File: src/rtl/raster_pkg.sv
package raster_pkg;

  // Pixel-depth select carried with the held mode.
  typedef enum logic {
    DEPTH_18_444 = 1'b0,
    DEPTH_24_444 = 1'b1
  } depth_e;

  // Largest bits-per-pixel value that still selects the 18-bit depth.
  localparam int DEPTH_SPLIT_BPP = 18;

endpackage

File: src/rtl/raster_mode_calc.sv
module raster_mode_calc #(
  parameter int FW = 12,
  parameter int CW = FW + 2
) (
  input  logic [FW-1:0] sync_len,
  input  logic [FW-1:0] back_porch,
  input  logic [FW-1:0] active_len,
  input  logic [FW-1:0] front_porch,
  output logic [CW-1:0] total,
  output logic [CW-1:0] sync_end,
  output logic [CW-1:0] blank_end,
  output logic [CW-1:0] blank_start,
  output logic          usable
);

  // Each edge is built on the one before it, so the positions stay zero-based.
  always_comb begin
    total       = CW'(sync_len) + CW'(back_porch) + CW'(active_len) + CW'(front_porch);
    sync_end    = CW'(sync_len) - CW'(1);
    blank_end   = sync_end + CW'(back_porch);
    blank_start = blank_end + CW'(active_len);
    usable      = (sync_len != '0) && (active_len != '0);
  end

endmodule

File: src/rtl/raster_axis_counter.sv
module raster_axis_counter #(
  parameter int CW = 14
) (
  input  logic          clk,
  input  logic          clr,
  input  logic          adv,
  input  logic [CW-1:0] last,
  output logic [CW-1:0] pos,
  output logic          wrap
);

  assign wrap = adv && (pos == last);

  always_ff @(posedge clk) begin
    if (clr) begin
      pos <= '0;
    end else if (adv) begin
      pos <= wrap ? '0 : pos + CW'(1);
    end
  end

endmodule

File: src/rtl/raster_axis_decode.sv
module raster_axis_decode #(
  parameter int CW = 14
) (
  input  logic [CW-1:0] pos,
  input  logic [CW-1:0] sync_end,
  input  logic [CW-1:0] blank_end,
  input  logic [CW-1:0] blank_start,
  output logic          sync_on,
  output logic          act_on
);

  always_comb begin
    sync_on = (pos <= sync_end);
    act_on  = (pos > blank_end) && (pos <= blank_start);
  end

endmodule

File: src/rtl/raster_timing_gen.sv
module raster_timing_gen
  import raster_pkg::*;
#(
  parameter int FW    = 12,
  parameter int BPP_W = 6,
  localparam int CW   = FW + 2
) (
  input  logic             clk,
  input  logic             rst,
  input  logic [FW-1:0]    h_sync_len,
  input  logic [FW-1:0]    h_back_porch,
  input  logic [FW-1:0]    h_active,
  input  logic [FW-1:0]    h_front_porch,
  input  logic [FW-1:0]    v_sync_len,
  input  logic [FW-1:0]    v_back_porch,
  input  logic [FW-1:0]    v_active,
  input  logic [FW-1:0]    v_front_porch,
  input  logic [BPP_W-1:0] bpp,
  output logic             mode_ok,
  output logic             depth_24,
  output logic [CW-1:0]    h_total,
  output logic [CW-1:0]    h_sync_end,
  output logic [CW-1:0]    h_blank_end,
  output logic [CW-1:0]    h_blank_start,
  output logic [CW-1:0]    v_total,
  output logic [CW-1:0]    v_sync_end,
  output logic [CW-1:0]    v_blank_end,
  output logic [CW-1:0]    v_blank_start,
  output logic [CW-1:0]    h_pos,
  output logic [CW-1:0]    v_pos,
  output logic             hsync_n,
  output logic             vsync_n,
  output logic             hblank,
  output logic             vblank,
  output logic             de
);

  localparam int AXES = 2;  // index 0 horizontal, index 1 vertical

  logic [AXES-1:0][FW-1:0] in_sync, in_back, in_act, in_front;
  logic [AXES-1:0][CW-1:0] nx_total, nx_se, nx_be, nx_bs;
  logic [AXES-1:0]         nx_use;

  logic [AXES-1:0][CW-1:0] m_total, m_se, m_be, m_bs, m_last;
  logic                    m_ok;
  depth_e                  m_depth;

  logic [AXES-1:0][CW-1:0] cnt_pos;
  logic [AXES-1:0]         cnt_adv, cnt_wrap;
  logic [AXES-1:0]         ax_sync, ax_act;
  logic                    cnt_clr, frame_end, load;

  assign in_sync  = {v_sync_len,    h_sync_len};
  assign in_back  = {v_back_porch,  h_back_porch};
  assign in_act   = {v_active,      h_active};
  assign in_front = {v_front_porch, h_front_porch};

  // Vertical advances on the horizontal wrap; horizontal advances every cycle.
  assign cnt_adv = {cnt_wrap[0], 1'b1};

  generate
    for (genvar a = 0; a < AXES; a++) begin : g_axis
      raster_mode_calc #(.FW(FW), .CW(CW)) u_calc (
        .sync_len    (in_sync[a]),
        .back_porch  (in_back[a]),
        .active_len  (in_act[a]),
        .front_porch (in_front[a]),
        .total       (nx_total[a]),
        .sync_end    (nx_se[a]),
        .blank_end   (nx_be[a]),
        .blank_start (nx_bs[a]),
        .usable      (nx_use[a])
      );

      assign m_last[a] = m_total[a] - CW'(1);

      raster_axis_counter #(.CW(CW)) u_cnt (
        .clk  (clk),
        .clr  (cnt_clr),
        .adv  (cnt_adv[a]),
        .last (m_last[a]),
        .pos  (cnt_pos[a]),
        .wrap (cnt_wrap[a])
      );

      raster_axis_decode #(.CW(CW)) u_dec (
        .pos         (cnt_pos[a]),
        .sync_end    (m_se[a]),
        .blank_end   (m_be[a]),
        .blank_start (m_bs[a]),
        .sync_on     (ax_sync[a]),
        .act_on      (ax_act[a])
      );
    end
  endgenerate

  assign cnt_clr   = rst || !m_ok;
  assign frame_end = m_ok && cnt_wrap[1];
  assign load      = !m_ok || frame_end;

  // Shadow of the mode: derived values taken up only at a frame boundary.
  always_ff @(posedge clk) begin
    if (rst) begin
      m_total <= '0;
      m_se    <= '0;
      m_be    <= '0;
      m_bs    <= '0;
      m_ok    <= 1'b0;
      m_depth <= DEPTH_18_444;
    end else if (load) begin
      m_total <= nx_total;
      m_se    <= nx_se;
      m_be    <= nx_be;
      m_bs    <= nx_bs;
      m_ok    <= &nx_use;
      m_depth <= (bpp > BPP_W'(DEPTH_SPLIT_BPP)) ? DEPTH_24_444 : DEPTH_18_444;
    end
  end

  // Registered raster outputs.
  always_ff @(posedge clk) begin
    if (rst || !m_ok) begin
      h_pos   <= '0;
      v_pos   <= '0;
      hsync_n <= 1'b1;
      vsync_n <= 1'b1;
      hblank  <= 1'b1;
      vblank  <= 1'b1;
      de      <= 1'b0;
    end else begin
      h_pos   <= cnt_pos[0];
      v_pos   <= cnt_pos[1];
      hsync_n <= !ax_sync[0];
      vsync_n <= !ax_sync[1];
      hblank  <= !ax_act[0];
      vblank  <= !ax_act[1];
      de      <= &ax_act;
    end
  end

  assign mode_ok       = m_ok;
  assign depth_24      = (m_depth == DEPTH_24_444);
  assign h_total       = m_total[0];
  assign h_sync_end    = m_se[0];
  assign h_blank_end   = m_be[0];
  assign h_blank_start = m_bs[0];
  assign v_total       = m_total[1];
  assign v_sync_end    = m_se[1];
  assign v_blank_end   = m_be[1];
  assign v_blank_start = m_bs[1];

endmodule

File: config.mk
export PLATFORM = sky130hd
export DESIGN_NAME = raster_timing_gen
export DESIGN_NICKNAME = d
export VERILOG_FILES = /design/src/rtl/raster_pkg.sv /design/src/rtl/raster_mode_calc.sv /design/src/rtl/raster_axis_counter.sv /design/src/rtl/raster_axis_decode.sv /design/src/rtl/raster_timing_gen.sv
export SDC_FILE = /design/constraint.sdc
export NUM_CORES = 1
export LEC_CHECK = 0
export BUFFER_PORTS_ARGS = -buffer_cell sky130_fd_sc_hd__buf_2
export CAP_MARGIN = 20
export CORE_MARGIN = 2
export CORE_UTILIZATION = 25
export DETAILED_ROUTE_END_ITERATION = 10
export PLACE_DENSITY_LB_ADDON = 0.08
export RECOVER_POWER = 100
export SLEW_MARGIN = 0
export SYNTH_ARGS = -nofsm -noshare
export SYNTH_HDL_FRONTEND = slang
export SYNTH_SLANG_ARGS = --single-unit
File: constraint.sdc
create_clock -name clk -period 6.8 [get_ports clk]
set_clock_uncertainty 0.05 [all_clocks]
set_input_delay 0 -clock clk [delete_from_list [all_inputs] [get_ports clk]]
set_output_delay 0 -clock clk [all_outputs]
set_load 0.005 [all_outputs]
==> PnR_summary.wiki, run 1 <==
{| class="wikitable"
! Metric !! Value
|-
| Root buffer cell || sky130_fd_sc_hd__clkbuf_16
|-
| Most common library cell in the layout ignoring fill and taps || sky130_fd_sc_hd__nor2_1
|-
| Post-detailed-route DRC marker count || 0
|-
| Largest voltage drop on the vdd net || 0.191 mV
|-
| Placed Instances || 2680
|-
| Slowest cell on the critical path || sky130_fd_sc_hd__nor4b_1
|-
| Launching element of the worst setup path || h_total[3]
|-
| Reg2reg start || h_total[3]
|-
| Total setup buffers inserted after CTS || 0
|-
| Post-route insts no fill || 2727
|-
| Setup repair after global routing missed its margin || false
|-
| Final critical delay including setup and external delays || 5.31 ns
|-
| Worst setup path end || h_sync_end[5]
|-
| Global router's overall resource usage || 18.6%
|-
| Top library cells by usage in the layout, fill and taps aside || sky130_fd_sc_hd__nor2_1 (227), sky130_fd_sc_hd__inv_1 (216), sky130_fd_sc_hd__ha_1 (192)
|-
| Number of max-slew violations in the final report || 37
|-
| Number of buffers inserted by hold repair at cts || 15
|-
| Overall power || 4.23 mW
|-
| Share of the synthesized area in the top cell type || 24.6%
|-
| Total routed wire length on the met1 layer || 28100 um
|-
| Count of final setup violators || 0
|-
| Number of cell instances on the worst register-to-register path || 10
|-
| Leak pwr || 7.70 nW
|-
| Worst-path clk slew || 0.07 ns
|-
| Overall via count from detail_route || 12637
|-
| Count of maximum capacitance violations || 1
|-
| Post-synthesis instance total || 1728
|-
| Cell area power density || 254 nW/um2
|-
| Critical path's largest stage delay || 0.79 ns
|-
| Arrival time at the worst endpoint || 5.58 ns
|-
| Crit path kind || reg2reg
|-
| Per-instance average area after synthesis || 8.14 um2
|-
| FP Rows || 86
|-
| Chip Height || 241 um
|-
| Number of antenna repair diodes || 0
|-
| Number of buffers inserted during clock tree synthesis || 17
|-
| Worst Setup End Kind || flip-flop
|-
| Capturing point of the worst reg2reg path || h_sync_end[5]
|-
| Clock sink count || 173
|-
| Routability Congestion || 0.828
|-
| Uppermost routed layer || met4
|-
| Antenna violations before repair || 0
|-
| Syn-to-layout area delta || 18.4%
|-
| Portion of the post-synthesis area used by sequential elements || 24.6%
|-
| Post-DP HPWL || 44500 um
|-
| DP Worst Slack || 2.45 ns
|-
| Initial cell density of the core || 25.4%
|-
| DR WL met2 || 23400 um
|-
| Largest net degree at the start of global routing || 77
|-
| Yosys top cell by area || sky130_fd_sc_hd__dfxtp_1
|-
| Class of the most critical hold timing path || in2reg
|-
| WL per Instance || 19.8 um
|-
| Final #Nets || 2294
|-
| Number of fill cells || 6075
|-
| # IOs || 251
|-
| Wire length of the first global-routing pass || 79300 um
|-
| Source-to-sink clock delay at the later pin of the worst-skew pair || 0.47 ns
|-
| Via-per-instance ratio || 4.63
|-
| Deepest level of the CTS H-tree || 4
|-
| Horiz. Die Dim || 241 um
|-
| Worst-case setup margin in the final layout || 1.49 ns
|-
| Max Fclk || 188 MHz
|-
| Final worst path period share || 78.1%
|-
| Fin area || 16700 um2
|-
| Ratio of cells with drive above 1 in the final layout || 9.25%
|-
| Post-route setup TNS || 0 ns
|-
| Number of synthesized flops with an enable pin || 0
|-
| Cell class contributing the biggest share of worst-path delay || simple AND/OR/NAND/NOR gates
|-
| Global-route congestion overflow total || 0
|-
| Worst Tran Pin Value || 1.98 ns
|-
| Worst hold margin || 0.0559 ns
|-
| Startpoint type of the worst setup path || flip-flop
|-
| Cells along the critical path || nor4_1, nor4b_1, nand4b_1, xnor2_1, nor4_1, a41oi_4, buf_4, clkbuf_2, nor2_1, a211oi_1
|-
| Number of global-route vias before repair || 12234
|-
| Antenna viol nets, final || 0
|-
| Initial DRT Pass Iterations || 5
|-
| Die outline area || 58200 um2
|-
| Worst-case headroom to the max-slew limit || -31.7%
|-
| DRC marker count from the first detailed-route iteration || 659
|-
| Syn nets || 2056
|-
| Violated checks || max-capacitance violations, max-slew violations
|-
| Combined buffer and inverter count along the critical path || 2
|-
| Area of the mapped netlist || 14100 um2
|-
| CP required || 7.07 ns
|-
| Status || complete, but fails checks
|-
| Worst-path maximum fanout || 67
|-
| Routed length on met3 || 1720 um
|-
| Most used flip-flop cell after synthesis || sky130_fd_sc_hd__dfxtp_1
|-
| Warnings from Yosys || 0
|-
| Maximum count of clock buffers along a single path || 2
|-
| TritonCTS clock tree || yes
|-
| Synth top area cells || sky130_fd_sc_hd__dfxtp_1 (25%), sky130_fd_sc_hd__ha_1 (17%), sky130_fd_sc_hd__nor2_1 (6.1%)
|-
| Count of input and output buffers || 250
|-
| Seq cells post-synth || 173
|-
| Distinct cells, synth || 70
|-
| Core region area || 55300 um2
|-
| Most repeated library cell on the critical path || sky130_fd_sc_hd__nor4_1
|-
| Share of synthesized registers carrying an async set or reset || 0%
|-
| Cell area reported after detailed placement || 16100 um2
|-
| Hold violation count in the final report || 0
|-
| Stages on worst setup path || 10
|-
| Setup slack, reg-to-reg || 1.49 ns
|-
| Quantity of gates resized following cts || 0
|-
| Final Util || 30.1%
|-
| Post-detailed-routing wire length || 54000 um
|}
## cells in the mapped netlist (all sizes together) (4+ instances only)
library cell / number
o31ai: 5
o21a: 24
a21o: 25
a41o: 6
inv: 216
nand4: 28
nor2b: 27
a211oi: 40
xnor2: 74
buf: 15
o21ai: 56
nand3: 26
a211o: 9
mux2i: 46
clkbuf: 36
nor2: 227
ha: 192
nand3b: 4
nand2b: 20
o211ai: 9
nor4: 19
or4: 4
o21bai: 7
dfxtp: 173
nor4b: 4
a21oi: 108
or2: 8
and2: 7
fa: 32
and3: 37
or3: 13
nor3: 42
xor2: 73
nand2: 62
a31oi: 11
## area by class of cell
| cell class | count | area, um2 | area share [%] |
|---|---|---|---|
| Inverter | 216 | 811 | 4.87 |
| Tap cell | 748 | 936 | 5.62 |
| Timing Repair Buffer | 270 | 1280 | 7.71 |
| Sequential cell | 173 | 3460 | 20.8 |
| Clock buffer | 18 | 429 | 2.58 |
| Clock inverter | 14 | 160 | 0.961 |
| Multi-Input combinational cell | 1288 | 9570 | 57.5 |
## report_power, final
part / total, mW / internal [mW] / leakage [nW] / switching, mW
Sequential: 1.32 / 1.12 / 1.42 / 0.193
Combinational: 1.90 / 0.808 / 5.99 / 1.09
Clock: 1.01 / 0.548 / 0.285 / 0.464
## flip-flops by register name, indices dropped and copies added (netlist names)
name / count
de: 1
depth_24: 1
g_axis.u_cnt.pos: 28
h_blank_end: 14
h_blank_start: 14
h_pos: 14
h_sync_end: 13
h_total: 14
hblank: 1
hsync_n: 1
mode_ok: 1
v_blank_end: 14
v_blank_start: 14
v_pos: 14
v_sync_end: 13
v_total: 14
vblank: 1
vsync_n: 1
## worst min path at each step
stage,endpoint,slack (ns),startpoint,cells after the start
6_report,v_sync_end[2],0.06,v_sync_len[2],4
5_1_grt,h_blank_start[1],0.07,h_active[1],4
4_1_cts,h_sync_end[8],0.02,h_sync_len[8],4
3_5_place_dp,depth_24,0.30,bpp[5],5
3_3_place_gp,depth_24,0.29,bpp[5],5
2_1_floorplan,hblank,0.09,rst,2
## kinds of logic after synthesis
| group | synth area share (%) |
|---|---|
| compound gates | 15.3 |
| mux | 3.43 |
| xor+xnor | 9.15 |
| flops | 24.6 |
| buf+inv | 7.28 |
| simple gates | 18.6 |
| fa+ha+maj | 21.6 |
## metal layers
metal | GRT usage, % | up-vias
met2 | 28.5 | 203
met3 | 2.29 | 37
met5 | 0 | -
li1 | - | 6417
met1 | 27.5 | 5980
met4 | 4.64 | 0
## worst min-delay path: cells and delay by family
| family | cells | cell delay, ns |
|---|---|---|
| AOI/OAI and AO/OA | 1 | 0.08 |
| and+or+nand+nor | 1 | 0.23 |
| buffers and inverters | 1 | 0.12 |
| xor gates and xnor gates | 1 | 0.10 |
Note: power is estimated with default switching activity, not from simulation.
==> run 2: changes to the inputs <==
Settings changed: ABC_AREA set to 1.
Clock period 6.8 ns to 4.65 ns, I/O delays scaled along.
==> PnR_summary.wiki, run 2 <==
{| class="wikitable"
! Metric !! Value
|-
| Status || complete, but fails checks
|-
| Violated checks || max-capacitance violations, max-slew violations
|-
| Synth top area cells || sky130_fd_sc_hd__dfxtp_1 (22%), sky130_fd_sc_hd__ha_1 (16%), sky130_fd_sc_hd__nand2_1 (11%)
|-
| # IOs || 251
|-
| Number of max-slew violations in the final report || 114
|-
| Wire length of the first global-routing pass || 92600 um
|-
| Arrival time at the worst endpoint || 4.73 ns
|-
| TritonCTS clock tree || yes
|-
| Startpoint type of the worst setup path || input pin
|-
| Placed Instances || 3279
|-
| Cell area power density || 339 nW/um2
|-
| Worst-path clk slew || 0.08 ns
|-
| Chip Height || 252 um
|-
| Share of the synthesized area in the top cell type || 22.5%
|-
| Number of global-route vias before repair || 14666
|-
| Seq cells post-synth || 173
|-
| Global router's overall resource usage || 19.6%
|-
| Maximum count of clock buffers along a single path || 2
|-
| Core region area || 60600 um2
|-
| Setup repair after global routing missed its margin || false
|-
| FP Rows || 90
|-
| Cell depth of the worst hold path || 4
|-
| Max Fclk || 230 MHz
|-
| Per-instance average area after synthesis || 6.71 um2
|-
| Crit path kind || in2reg
|-
| Antenna viol nets, final || 0
|-
| CP required || 5.03 ns
|-
| Fraction of synthesized area in multiplexers || 0%
|-
| Post-route setup TNS || 0 ns
|-
| Startpoint of the worst hold path || rst
|-
| Parity-gate share of the synthesized area counting xor and xnor cells || 7.15%
|-
| Largest voltage drop on the vdd net || 0.267 mV
|-
| Cell area reported after detailed placement || 17500 um2
|-
| Source-to-sink clock delay at the later pin of the worst-skew pair || 0.49 ns
|-
| Count of maximum capacitance violations || 2
|-
| Complex-gate fraction of the synthesized area || 11.7%
|-
| Reg2reg start || h_total[0]
|-
| Number of cell instances on the worst register-to-register path || 16
|-
| Overall via count from detail_route || 15363
|-
| Post-synthesis instance total || 2295
|-
| Most common library cell in the layout ignoring fill and taps || sky130_fd_sc_hd__nand2_1
|-
| Overall power || 6.16 mW
|-
| Top-count cell post-synth || sky130_fd_sc_hd__nand2_1
|-
| Post-DP HPWL || 51300 um
|-
| Share of synthesized cell area in full adder, half adder and majority cells || 19.8%
|-
| Count of final setup violators || 0
|-
| Worst hold margin || 0.0479 ns
|-
| Quantity of gates resized following cts || 0
|-
| Dominant combinational cell family by area after synthesis || simple AND/OR/NAND/NOR gates
|-
| Endpoint of the worst hold path || v_total[10]
|-
| Warnings from Yosys || 0
|-
| Horiz. Die Dim || 252 um
|-
| Die outline area || 63600 um2
|-
| Final worst path period share || 93.6%
|-
| Post-synth top cells || sky130_fd_sc_hd__nand2_1 (435), sky130_fd_sc_hd__inv_1 (354), sky130_fd_sc_hd__nor2_1 (287)
|-
| Number of fill cells || 6840
|-
| Worst Tran Pin Value || 1.77 ns
|-
| Number of flip-flops in the largest register || 28
|-
| Number of buffers inserted during clock tree synthesis || 17
|-
| Register containing the most flip-flops in the final layout || g_axis.u_cnt.pos
|-
| Most used flip-flop cell after synthesis || sky130_fd_sc_hd__dfxtp_1
|-
| Via-per-instance ratio || 4.60
|-
| Post-detailed-route DRC marker count || 0
|-
| Largest net degree at the start of global routing || 161
|-
| Class of the most critical hold timing path || in2reg
|-
| Yosys top cell by area || sky130_fd_sc_hd__dfxtp_1
|-
| Fin area || 18200 um2
|-
| Syn nets || 2623
|-
| Root buffer cell || sky130_fd_sc_hd__clkbuf_16
|-
| Area of the mapped netlist || 15400 um2
|-
| Clock sink count || 173
|-
| Worst-path maximum fanout || 5
|-
| Global-route congestion overflow total || 0
|-
| Syn-to-layout area delta || 18.1%
|-
| Setup slack, reg-to-reg || 0.50 ns
|-
| Count of input and output buffers || 250
|-
| Top library cells by usage in the layout, fill and taps aside || sky130_fd_sc_hd__nand2_1 (436), sky130_fd_sc_hd__inv_1 (355), sky130_fd_sc_hd__nor2_1 (288)
|-
| Antenna violations before repair || 0
|-
| Ratio of cells with drive above 1 in the final layout || 8.33%
|-
| Total setup buffers inserted after CTS || 0
|-
| Post-detailed-routing wire length || 63000 um
|-
| Post-route insts no fill || 3338
|-
| Post-synthesis share of cell area spent on and, or, nand and nor gates || 28.2%
|-
| Capturing point of the worst reg2reg path || mode_ok
|-
| Final #Nets || 2871
|-
| Portion of the post-synthesis area used by sequential elements || 22.5%
|-
| Worst-case headroom to the max-slew limit || -17.8%
|-
| DRC marker count from the first detailed-route iteration || 1022
|-
| WL per Instance || 18.9 um
|-
| Share of synthesized registers carrying an async set or reset || 0%
|-
| Worst Setup End Kind || flip-flop
|-
| Routability Congestion || 0.857
|-
| Number of synthesized flops with an enable pin || 0
|-
| Leak pwr || 9.06 nW
|-
| Initial cell density of the core || 25.4%
|-
| Hold violation count in the final report || 0
|-
| Deepest level of the CTS H-tree || 4
|-
| Initial DRT Pass Iterations || 5
|-
| Distinct cells, synth || 44
|-
| Final critical delay including setup and external delays || 4.35 ns
|-
| Number of antenna repair diodes || 0
|}
## run 2: through the flow
step	worst slack, ns	util, %
finish	0.296	30.0
global route	0.0708	30.0
CTS	0.453	30.3
detailed placement	0.492	28.8
global placement	0.464	28.8
floorplan	1.53	-
## run 2: worst max path at each step
stage | startpoint | end | slack, ns | cells past startpoint
2_1_floorplan | v_sync_len[0] | v_total[11] | 1.53 | 20
3_3_place_gp | h_sync_len[0] | h_blank_start[9] | 0.46 | 21
3_5_place_dp | h_sync_len[0] | h_blank_start[12] | 0.49 | 23
4_1_cts | h_sync_len[0] | h_blank_start[12] | 0.45 | 24
5_1_grt | h_total[0] | mode_ok | 0.07 | 16
6_report | h_sync_len[0] | h_blank_start[12] | 0.30 | 24
## run 2: critical path, stage by stage
cell and delay [ns]:
sky130_fd_sc_hd__dlygate4sd3_1 0.53, sky130_fd_sc_hd__clkbuf_1 0.13, sky130_fd_sc_hd__inv_1 0.22, sky130_fd_sc_hd__ha_1 0.24
sky130_fd_sc_hd__nand2_1 0.11, sky130_fd_sc_hd__nor2_1 0.36, sky130_fd_sc_hd__nand2_1 0.12, sky130_fd_sc_hd__xor2_1 0.41
sky130_fd_sc_hd__inv_1 0.09, sky130_fd_sc_hd__ha_1 0.35, sky130_fd_sc_hd__inv_1 0.08, sky130_fd_sc_hd__o21ai_0 0.27
sky130_fd_sc_hd__a21oi_1 0.07, sky130_fd_sc_hd__nand3_1 0.15, sky130_fd_sc_hd__xor2_1 0.16, sky130_fd_sc_hd__inv_1 0.09
sky130_fd_sc_hd__ha_1 0.36, sky130_fd_sc_hd__inv_1 0.10, sky130_fd_sc_hd__nor3_1 0.27, sky130_fd_sc_hd__nand3_1 0.12
sky130_fd_sc_hd__nand4_1 0.13, sky130_fd_sc_hd__xor2_1 0.15, sky130_fd_sc_hd__a21oi_1 0.06, sky130_fd_sc_hd__nor2_1 0.15
## run 2: cell families after synthesis
kind of cell / Yosys count
DFF: 173
AOI/OAI and AO/OA: 335
xor gates and xnor gates: 124
and+or+nand+nor: 1019
buffers and inverters: 420
adders and majority gates: 224
## run 2: cell type report
cell class                      count  area, um2  area share, %
Inverter                          359       1350           7.41
Timing Repair Buffer              290       1510           8.28
Clock inverter                     15        174          0.956
Tap cell                          782        978           5.38
Sequential cell                   173       3470           19.1
Multi-Input combinational cell   1702      10300           56.6
Clock buffer                       17        425           2.34
## run 2: power breakdown
part	switching, mW	total, mW	internal (mW)
logic	1.80	2.84	1.04
clock network	0.775	1.54	0.769
registers	0.172	1.78	1.61
total	2.75	6.16	3.42
## run 2: per-layer routing
metal / track usage (%) / up-vias / part of all wire (%)
li1: - / 7935 / -
met1: 28.2 / 7131 / 50
met2: 30.8 / 273 / 45
met3: 3.45 / 24 / 4.4
met4: 3.62 / 0 / 0.93
met5: 0 / - / 0
## run 2: timing repair
| action | 4_1_cts | 5_1_grt |
|---|---|---|
| hold buffers | 27 | 0 |
| endpoints found under the hold margin | 25 | 0 |
| setup endpoints to repair | 0 | 0 |
